**src/rtl/rtimer_pkg.sv**
```systemverilog
package rtimer_pkg;
  localparam int OFF_LOAD  = 0;
  localparam int OFF_VALUE = 1;
  localparam int OFF_CTRL  = 2;
  localparam int OFF_CLEAR = 3;
  localparam int BIT_EN    = 7;
  localparam int BIT_PER   = 6;
  localparam int BIT_FAST  = 3;

  typedef struct packed {
    logic loadWr;
    logic startLoad;
    logic decEn;
    logic periodic;
  } strobes_t;
endpackage

```
**src/rtl/rtimer_ctrl.sv**
```systemverilog
module rtimer_ctrl
  import rtimer_pkg::*;
#(
  parameter int CNT_W  = 32,
  parameter int DATA_W = 32,
  parameter int ADDR_W = 4
) (
  input  logic              clk,
  input  logic              rstN,
  input  logic              busValid,
  input  logic              busWrite,
  input  logic [ADDR_W-1:0] busAddr,
  input  logic [DATA_W-1:0] busWdata,
  output logic [DATA_W-1:0] busRdata,
  input  logic              tickFast,
  input  logic              tickSlow,
  input  logic              underflow,
  input  logic [CNT_W-1:0]  count,
  input  logic [CNT_W-1:0]  loadVal,
  output strobes_t          stb,
  output logic              irq
);
  localparam int IDX_W = ADDR_W - 2;

  logic [IDX_W-1:0] wordIdx;
  logic wrAny, wrLoad, wrCtrl, wrClear;
  logic ctrlEn, ctrlPer, ctrlFast;
  logic selTick;

  assign wordIdx = busAddr[ADDR_W-1:2];
  assign wrAny   = busValid && busWrite;
  assign wrLoad  = wrAny && (wordIdx == IDX_W'(OFF_LOAD));
  assign wrCtrl  = wrAny && (wordIdx == IDX_W'(OFF_CTRL));
  assign wrClear = wrAny && (wordIdx == IDX_W'(OFF_CLEAR));

  always_ff @(posedge clk) begin
    if (!rstN) begin
      ctrlEn   <= 1'b0;
      ctrlPer  <= 1'b0;
      ctrlFast <= 1'b0;
    end else if (wrCtrl) begin
      ctrlEn   <= busWdata[BIT_EN];
      ctrlPer  <= busWdata[BIT_PER];
      ctrlFast <= busWdata[BIT_FAST];
    end
  end

  // A fresh underflow outranks a clear in the same cycle.
  always_ff @(posedge clk) begin
    if (!rstN)          irq <= 1'b0;
    else if (underflow) irq <= 1'b1;
    else if (wrClear)   irq <= 1'b0;
  end

  assign selTick = ctrlFast ? tickFast : tickSlow;

  always_comb begin
    stb.loadWr    = wrLoad;
    stb.startLoad = wrCtrl && busWdata[BIT_EN] && !ctrlEn;
    stb.decEn     = ctrlEn && selTick;
    stb.periodic  = ctrlPer;
  end

  always_comb begin
    busRdata = '0;
    case (wordIdx)
      IDX_W'(OFF_LOAD):  busRdata = DATA_W'(loadVal);
      IDX_W'(OFF_VALUE): busRdata = DATA_W'(count);
      IDX_W'(OFF_CTRL): begin
        busRdata[BIT_EN]   = ctrlEn;
        busRdata[BIT_PER]  = ctrlPer;
        busRdata[BIT_FAST] = ctrlFast;
      end
      default: busRdata = '0;
    endcase
  end
endmodule

```
**src/rtl/rtimer_dpath.sv**
```systemverilog
module rtimer_dpath
  import rtimer_pkg::*;
#(
  parameter int CNT_W  = 32,
  parameter int DATA_W = 32
) (
  input  logic              clk,
  input  logic              rstN,
  input  strobes_t          stb,
  input  logic [DATA_W-1:0] wdata,
  output logic [CNT_W-1:0]  count,
  output logic [CNT_W-1:0]  loadVal,
  output logic              underflow
);
  assign underflow = stb.decEn && (count == '0);

  always_ff @(posedge clk) begin
    if (!rstN)           loadVal <= '0;
    else if (stb.loadWr) loadVal <= wdata[CNT_W-1:0];
  end

  always_ff @(posedge clk) begin
    if (!rstN)              count <= '0;
    else if (stb.startLoad) count <= loadVal;
    else if (underflow)     count <= stb.periodic ? loadVal : '1;
    else if (stb.decEn)     count <= count - 1'b1;
  end
endmodule

```
**src/rtl/reload_timer.sv**
```systemverilog
module reload_timer
  import rtimer_pkg::*;
#(
  parameter int CNT_W  = 32,
  parameter int DATA_W = 32,
  parameter int ADDR_W = 4
) (
  input  logic              clk,
  input  logic              rstN,
  input  logic              busValid,
  input  logic              busWrite,
  input  logic [ADDR_W-1:0] busAddr,
  input  logic [DATA_W-1:0] busWdata,
  output logic [DATA_W-1:0] busRdata,
  input  logic              tickFast,
  input  logic              tickSlow,
  output logic              irq
);
  strobes_t         stb;
  logic [CNT_W-1:0] count;
  logic [CNT_W-1:0] loadVal;
  logic             underflow;

  rtimer_ctrl #(.CNT_W(CNT_W), .DATA_W(DATA_W), .ADDR_W(ADDR_W)) ctrl_i (
    .clk(clk), .rstN(rstN), .busValid(busValid), .busWrite(busWrite),
    .busAddr(busAddr), .busWdata(busWdata), .busRdata(busRdata),
    .tickFast(tickFast), .tickSlow(tickSlow), .underflow(underflow),
    .count(count), .loadVal(loadVal), .stb(stb), .irq(irq)
  );

  rtimer_dpath #(.CNT_W(CNT_W), .DATA_W(DATA_W)) dpath_i (
    .clk(clk), .rstN(rstN), .stb(stb), .wdata(busWdata),
    .count(count), .loadVal(loadVal), .underflow(underflow)
  );
endmodule

```
**config.mk**
```make
export PLATFORM = sky130hd
export DESIGN_NAME = reload_timer
export DESIGN_NICKNAME = d
export VERILOG_FILES = /design/src/rtl/rtimer_pkg.sv /design/src/rtl/rtimer_ctrl.sv /design/src/rtl/rtimer_dpath.sv /design/src/rtl/reload_timer.sv
export SDC_FILE = /design/constraint.sdc
export NUM_CORES = 1
export LEC_CHECK = 0
export ABC_AREA = 1
export BUFFER_PORTS_ARGS = -buffer_cell sky130_fd_sc_hd__buf_4
export CAP_MARGIN = 15
export CORE_UTILIZATION = 45
export CTS_CLUSTER_DIAMETER = 50
export DETAILED_ROUTE_END_ITERATION = 10
export PLACE_DENSITY = 0.67
export SLEW_MARGIN = 20
export SYNTH_ARGS = -nofsm -noshare
export SYNTH_HDL_FRONTEND = slang
export SYNTH_SLANG_ARGS = --single-unit
export TNS_END_PERCENT = 100
```
**constraint.sdc**
```tcl
create_clock -name clk -period 1.9 [get_ports clk]
set_input_delay 0.38 -clock clk [delete_from_list [all_inputs] [get_ports clk]]
set_output_delay 0.38 -clock clk [all_outputs]
set_load 0.03 [all_outputs]
```
Word-level counts from Yosys, hierarchy flattened
Index checks and enable logic that the tools add are counted.
Widths: inputs -> output; s select.
{"block": "word_totals", "reg_bits": 68, "output_inout_bits": 33, "wordCells": 35, "input_bits": 42}
{"block": "classes", "n_addsub": 1, "mux": 12, "reduce_logical": 13, "eq_ne": 3}
{"operator": "$mux 32", "n": 4}
{"operator": "$pmux 24 s2", "n": 1}
{"operator": "$logic_not 32->1", "n": 1}
{"operator": "$sub 32x1->32 const B", "n": 1}
{"operator": "$logic_and 1x1->1", "n": 8}
{"operator": "$pmux 2 s3", "n": 1}
{"operator": "$pmux 3 s2", "n": 1}
{"operator": "$eq 2x2->1 const B", "n": 2}
{"operator": "$pmux 2 s2", "n": 1}
{"operator": "$mux 1", "n": 3}
{"operator": "$pmux 1 s3", "n": 1}
{"operator": "$reduce_bool 3->1", "n": 1}
{"operator": "$eq 2x1->1 const B", "n": 1}
{"operator": "$logic_not 2->1", "n": 1}
{"operator": "$reduce_bool 2->1", "n": 1}
{"operator": "$logic_not 1->1", "n": 1}

Depth between registers and ports, before layout
{"block": "logic_depth", "depth_word": 5, "ltp_mapped": 12, "ltp_nobuf": 12}

By module
From an unflattened synthesis, not the netlist that was laid out.
{"block": "hier_totals", "cells_unflattened": 644, "area_unflattened_um2": 4224.1}
{"module": "rtimer_dpath", "cells_each": 558, "area_per_inst_um2": 3601.0, "seq_area_each_um2": 1281.2, "n_inst": 1}
{"module": "rtimer_ctrl", "cells_each": 86, "area_per_inst_um2": 623.1, "seq_area_each_um2": 80.1, "n_inst": 1}

Worst setup path after synthesis
No wires, ideal clock.
{"block": "synth_path", "kind": "in2out", "start": "in busAddr[2]", "end": "out busRdata[22]", "n_path_buf": 2, "arrival_ns": 1.611, "slack_ns": -0.091, "cell_stages": 5, "required_ns": 1.520, "cell_sequence": "buf_6 > nor2_1 > inv_2 > clkbuf_1 > o21ai_0"}
{"block": "synth_between", "elab_chain_cells": 2, "elab_cells_between_ends": 3, "classes_between": "eq/ne (1); mux (1); reduce/logical (1)"}
{"item": "from (decl)", "line_no": "reload_timer.sv:12", "text": "input logic [ADDR_W-1:0] busAddr,"}
{"item": "$eq 2x1->1 or $logic_not 2->1 (tied branches)", "line_no": "rtimer_ctrl.sv:66", "text": "case (wordIdx)"}
{"item": "$pmux 24 s2 *", "line_no": "rtimer_ctrl.sv:66"}
{"item": "to (decl)", "line_no": "reload_timer.sv:14", "text": "output logic [DATA_W-1:0] busRdata,"}
Every way passes the cells marked *; elsewhere a longest branch is shown, timed or not.

Final worst setup path
{"block": "layout_path", "start": "reg dpath_i.count[1]", "end": "reg dpath_i.count[5]"}
{"block": "layout_between", "elab_chain_cells": 4, "elab_cells_between_ends": 7, "classes_between": "add/sub (1); mux (3); reduce/logical (3)"}
{"item": "from (decl)", "line_no": "rtimer_dpath.sv:11", "text": "output logic [CNT_W-1:0] count,"}
{"item": "from (signal assigned)", "line_no": "rtimer_dpath.sv:24", "text": "else if (stb.startLoad) count <= loadVal;"}
{"item": "from (signal assigned)", "line_no": "rtimer_dpath.sv:25", "text": "else if (underflow) count <= stb.periodic ? loadVal : '1;"}
{"item": "from (signal assigned)", "line_no": "rtimer_dpath.sv:26", "text": "else if (stb.decEn) count <= count - 1'b1;"}
{"item": "$sub 32x1->32 or $logic_not 32->1 (tied branches)", "line_no": "rtimer_dpath.sv:26, rtimer_dpath.sv:15"}
{"item": "$mux 32 or $logic_and 1x1->1 (tied branches)", "line_no": "rtimer_dpath.sv:26, rtimer_dpath.sv:15"}
{"item": "$mux 32", "line_no": "rtimer_dpath.sv:25"}
{"item": "$mux 32", "line_no": "rtimer_dpath.sv:24"}
Parallel ways exist; a longest one is shown, timed or not. The select of a mux whose other input is x is not followed.
A chain may end at the register's enable or synchronous reset.

==> metrics.cfg <==
[floorplan]
die_area_um2=9580
initial_utilization_pct=47.0
core_um2=8810
io_pins=75
die_width_um=97.9
rows=34
die_h_um=97.9

[final_layout]
drive_gt1_share_pct=22.7
syn2layout_area_growth_pct=28.7
diodes=0
ff_latch_area_um2=1360
multi_input_area_um2=2360
fillers=847
design_area_um2=5330
final_core_util_pct=60.5
most-common-layout-cells=nand2_1, buf_4, inv_1, nand3_1, a21oi_1
final_nets=769
stdcell_count=839

[detailed_routing]
antenna_left=0
vias=4739
drt-vias-per-instance=5.65
drcViolationCount=3
routedWlPerCell_um=16.1
drt_pass1_iterations=8
drt_iter0_markers=384
totalWireLength_um=13500

[clock_tree]
cts_made_buffers=9
hold_buffers=0
htreeDepth=3
clkSinkCount=68
clk_latency_ps=350
root_buffer=clkbuf_8
clk_pin_slew_ps=80
cts_buffer_depth=2
cts_tree=done

[logic_synthesis]
synth_cell_types=27
syn-cell-area_um2=4140
synth_warnings=0
yosys.area.top_type_share_pct=32.9
synth.area.top_cells=dfxtp_1, nand3_1, nand2_1, a21oi_1, o21ai_0
synth_area_per_cell_um2=6.47
yosysSeqAreaShare_pct=32.9
yosysTopAreaCell=dfxtp_1
synth_nets=683
synth_seq_cells=68
synthCells=640

[timing]
finClkSkew_ps=10.8
slew_violations=0
fin_ws_ps=69.1
tightest_slew_ps=464
fin_crit_ps=1830
fin_setup_tns_ps=0
setup_violations=0
max_freq_mhz=546
holdWs_ps=260
hold_viol=0
finalCritPeriodShare_pct=96.4
slew_headroom_pct=69.1

[worst_setup_path]
startpoint_type=flop
path_delay_family=simple AND/OR/NAND/NOR gates
end_kind=flop
r2r_slack_ps=70
crit_slowest_cell=dfxtp_2
critPathMaxFanout=9
worstPathRequired_ps=2120
critPathKind=flop to flop
crit_arrival_ps=2050
cp_num_buf_inv=3
crit_chain=inv_2 -> ha_4 -> inv_2 -> nor2_4 -> nand4_1 -> nor2_4 -> nand3_4 -> nand2_8 -> buf_8 -> nand3_1 -> nand3_1 -> a21oi_1
slowest_delay_ps=320

[global_routing]
grt.met1_usage_pct=37.9
grt_max_degree=34
antenna_found_initial=0
grtUsageMet2_pct=45.8
first_global_vias=4500
grt.total_usage_pct=28.2
grt_overflow=0
top_usage_layer=met2
met3_usage_pct=5.30
grt_first_pass_wirelength_um=21500

[placed_design]
portBuffers=72
place_area_um2=4920
pre_cts_ws_ps=23.4
place.gp.congestion=0.988
hpwl_um=9590
dp_cells=818

[worst_hold_path]
hold_path.class=primary input to flop

[pwr]
ir_worst_vdd_mv=0.344
leakagePower_nw=2.38
p_per_area_nw_per_um2=764
finalPower_mw=4.07

[run_status]
status=complete, but fails checks
violations=DRC

[job]
drv.max_cap_violation_count=0

## path summary, 6_finish.rpt
kind	startpoint	endpoint	cells past startpoint
max	dpath_i.count[1]	dpath_i.count[5]	12
min reg2reg	dpath_i.loadVal[1]	dpath_i.loadVal[1]	2
min	busWdata[3]	ctrl_i.ctrlFast	3
max reg2reg	dpath_i.count[1]	dpath_i.count[5]	12
## synth_stat cells
master,n
nand2_1,100
inv_1,77
nand3_1,77
a21oi_1,70
dfxtp_1,68
o21ai_0,66
nor2_1,59
o22ai_1,23
clkbuf_1,20
xor2_1,14
o221ai_1,8
buf_6,7
inv_2,7
nor3_1,7
nand2_2,6
nand4_1,6
buf_2,5
nor2_2,4
nor2_4,4
nand3b_1,3
buf_4,2
o21ai_1,2
and2_1,1
ha_1,1
nand3_2,1
nand3_4,1
or2_4,1
## per-layer routing
metal	wire, um	share of wire (%)	vias to the layer above
met2	6280	46	231
met4	165	1.2	0
met5	0	0	-
met3	1110	8.2	16
li1	-	-	2307
met1	5960	44	2185
## power breakdown
group          switching (mW)  leakage (nW)  internal, mW
sequential             0.0366         0.553          1.47
combinational           0.661          1.71         0.423
clock                   0.604         0.115         0.867
total                    1.30          2.38          2.76
## flip-flops by register name, indices dropped and copies added (netlist names)
signal	cells
dpath_i.count	32
ctrl_i.ctrlPer	1
ctrl_i.ctrlFast	1
dpath_i.loadVal	32
ctrl_i.ctrlEn	1
ctrl_i.irq	1
## cell type report
cell class,count,area share [%]
Inverter,84,5.92
Clock inverter,7,2.16
Tap cell,108,2.54
Clock buffer,9,2.33
Sequential cell,68,25.6
Multi-Input combinational cell,454,44.2
Timing Repair Buffer,109,17.2
## worst min-delay path: stages
cell and delay (ps):
buf_4 80, nor2_1 30, nor2_1 80
## logic make-up after synthesis
logic type                 count (synthesis)  synth area share (%)
and+or+nand+nor                          270                  29.7
AOI/OAI and AO/OA                        169                  21.9
buffers and inverters                    118                  12.3
xor gates and xnor gates                  14                  2.96
DFF                                       68                  32.9
adders and majority gates                  1                 0.302
## what timing repair did
| action | CTS | global route |
|---|---|---|
| setup buffers | 0 | 4 |
| gates resized for setup | 0 | 31 |
| endpoints found under the setup margin | 0 | 33 |
Note: power is estimated with default switching activity, not from simulation.
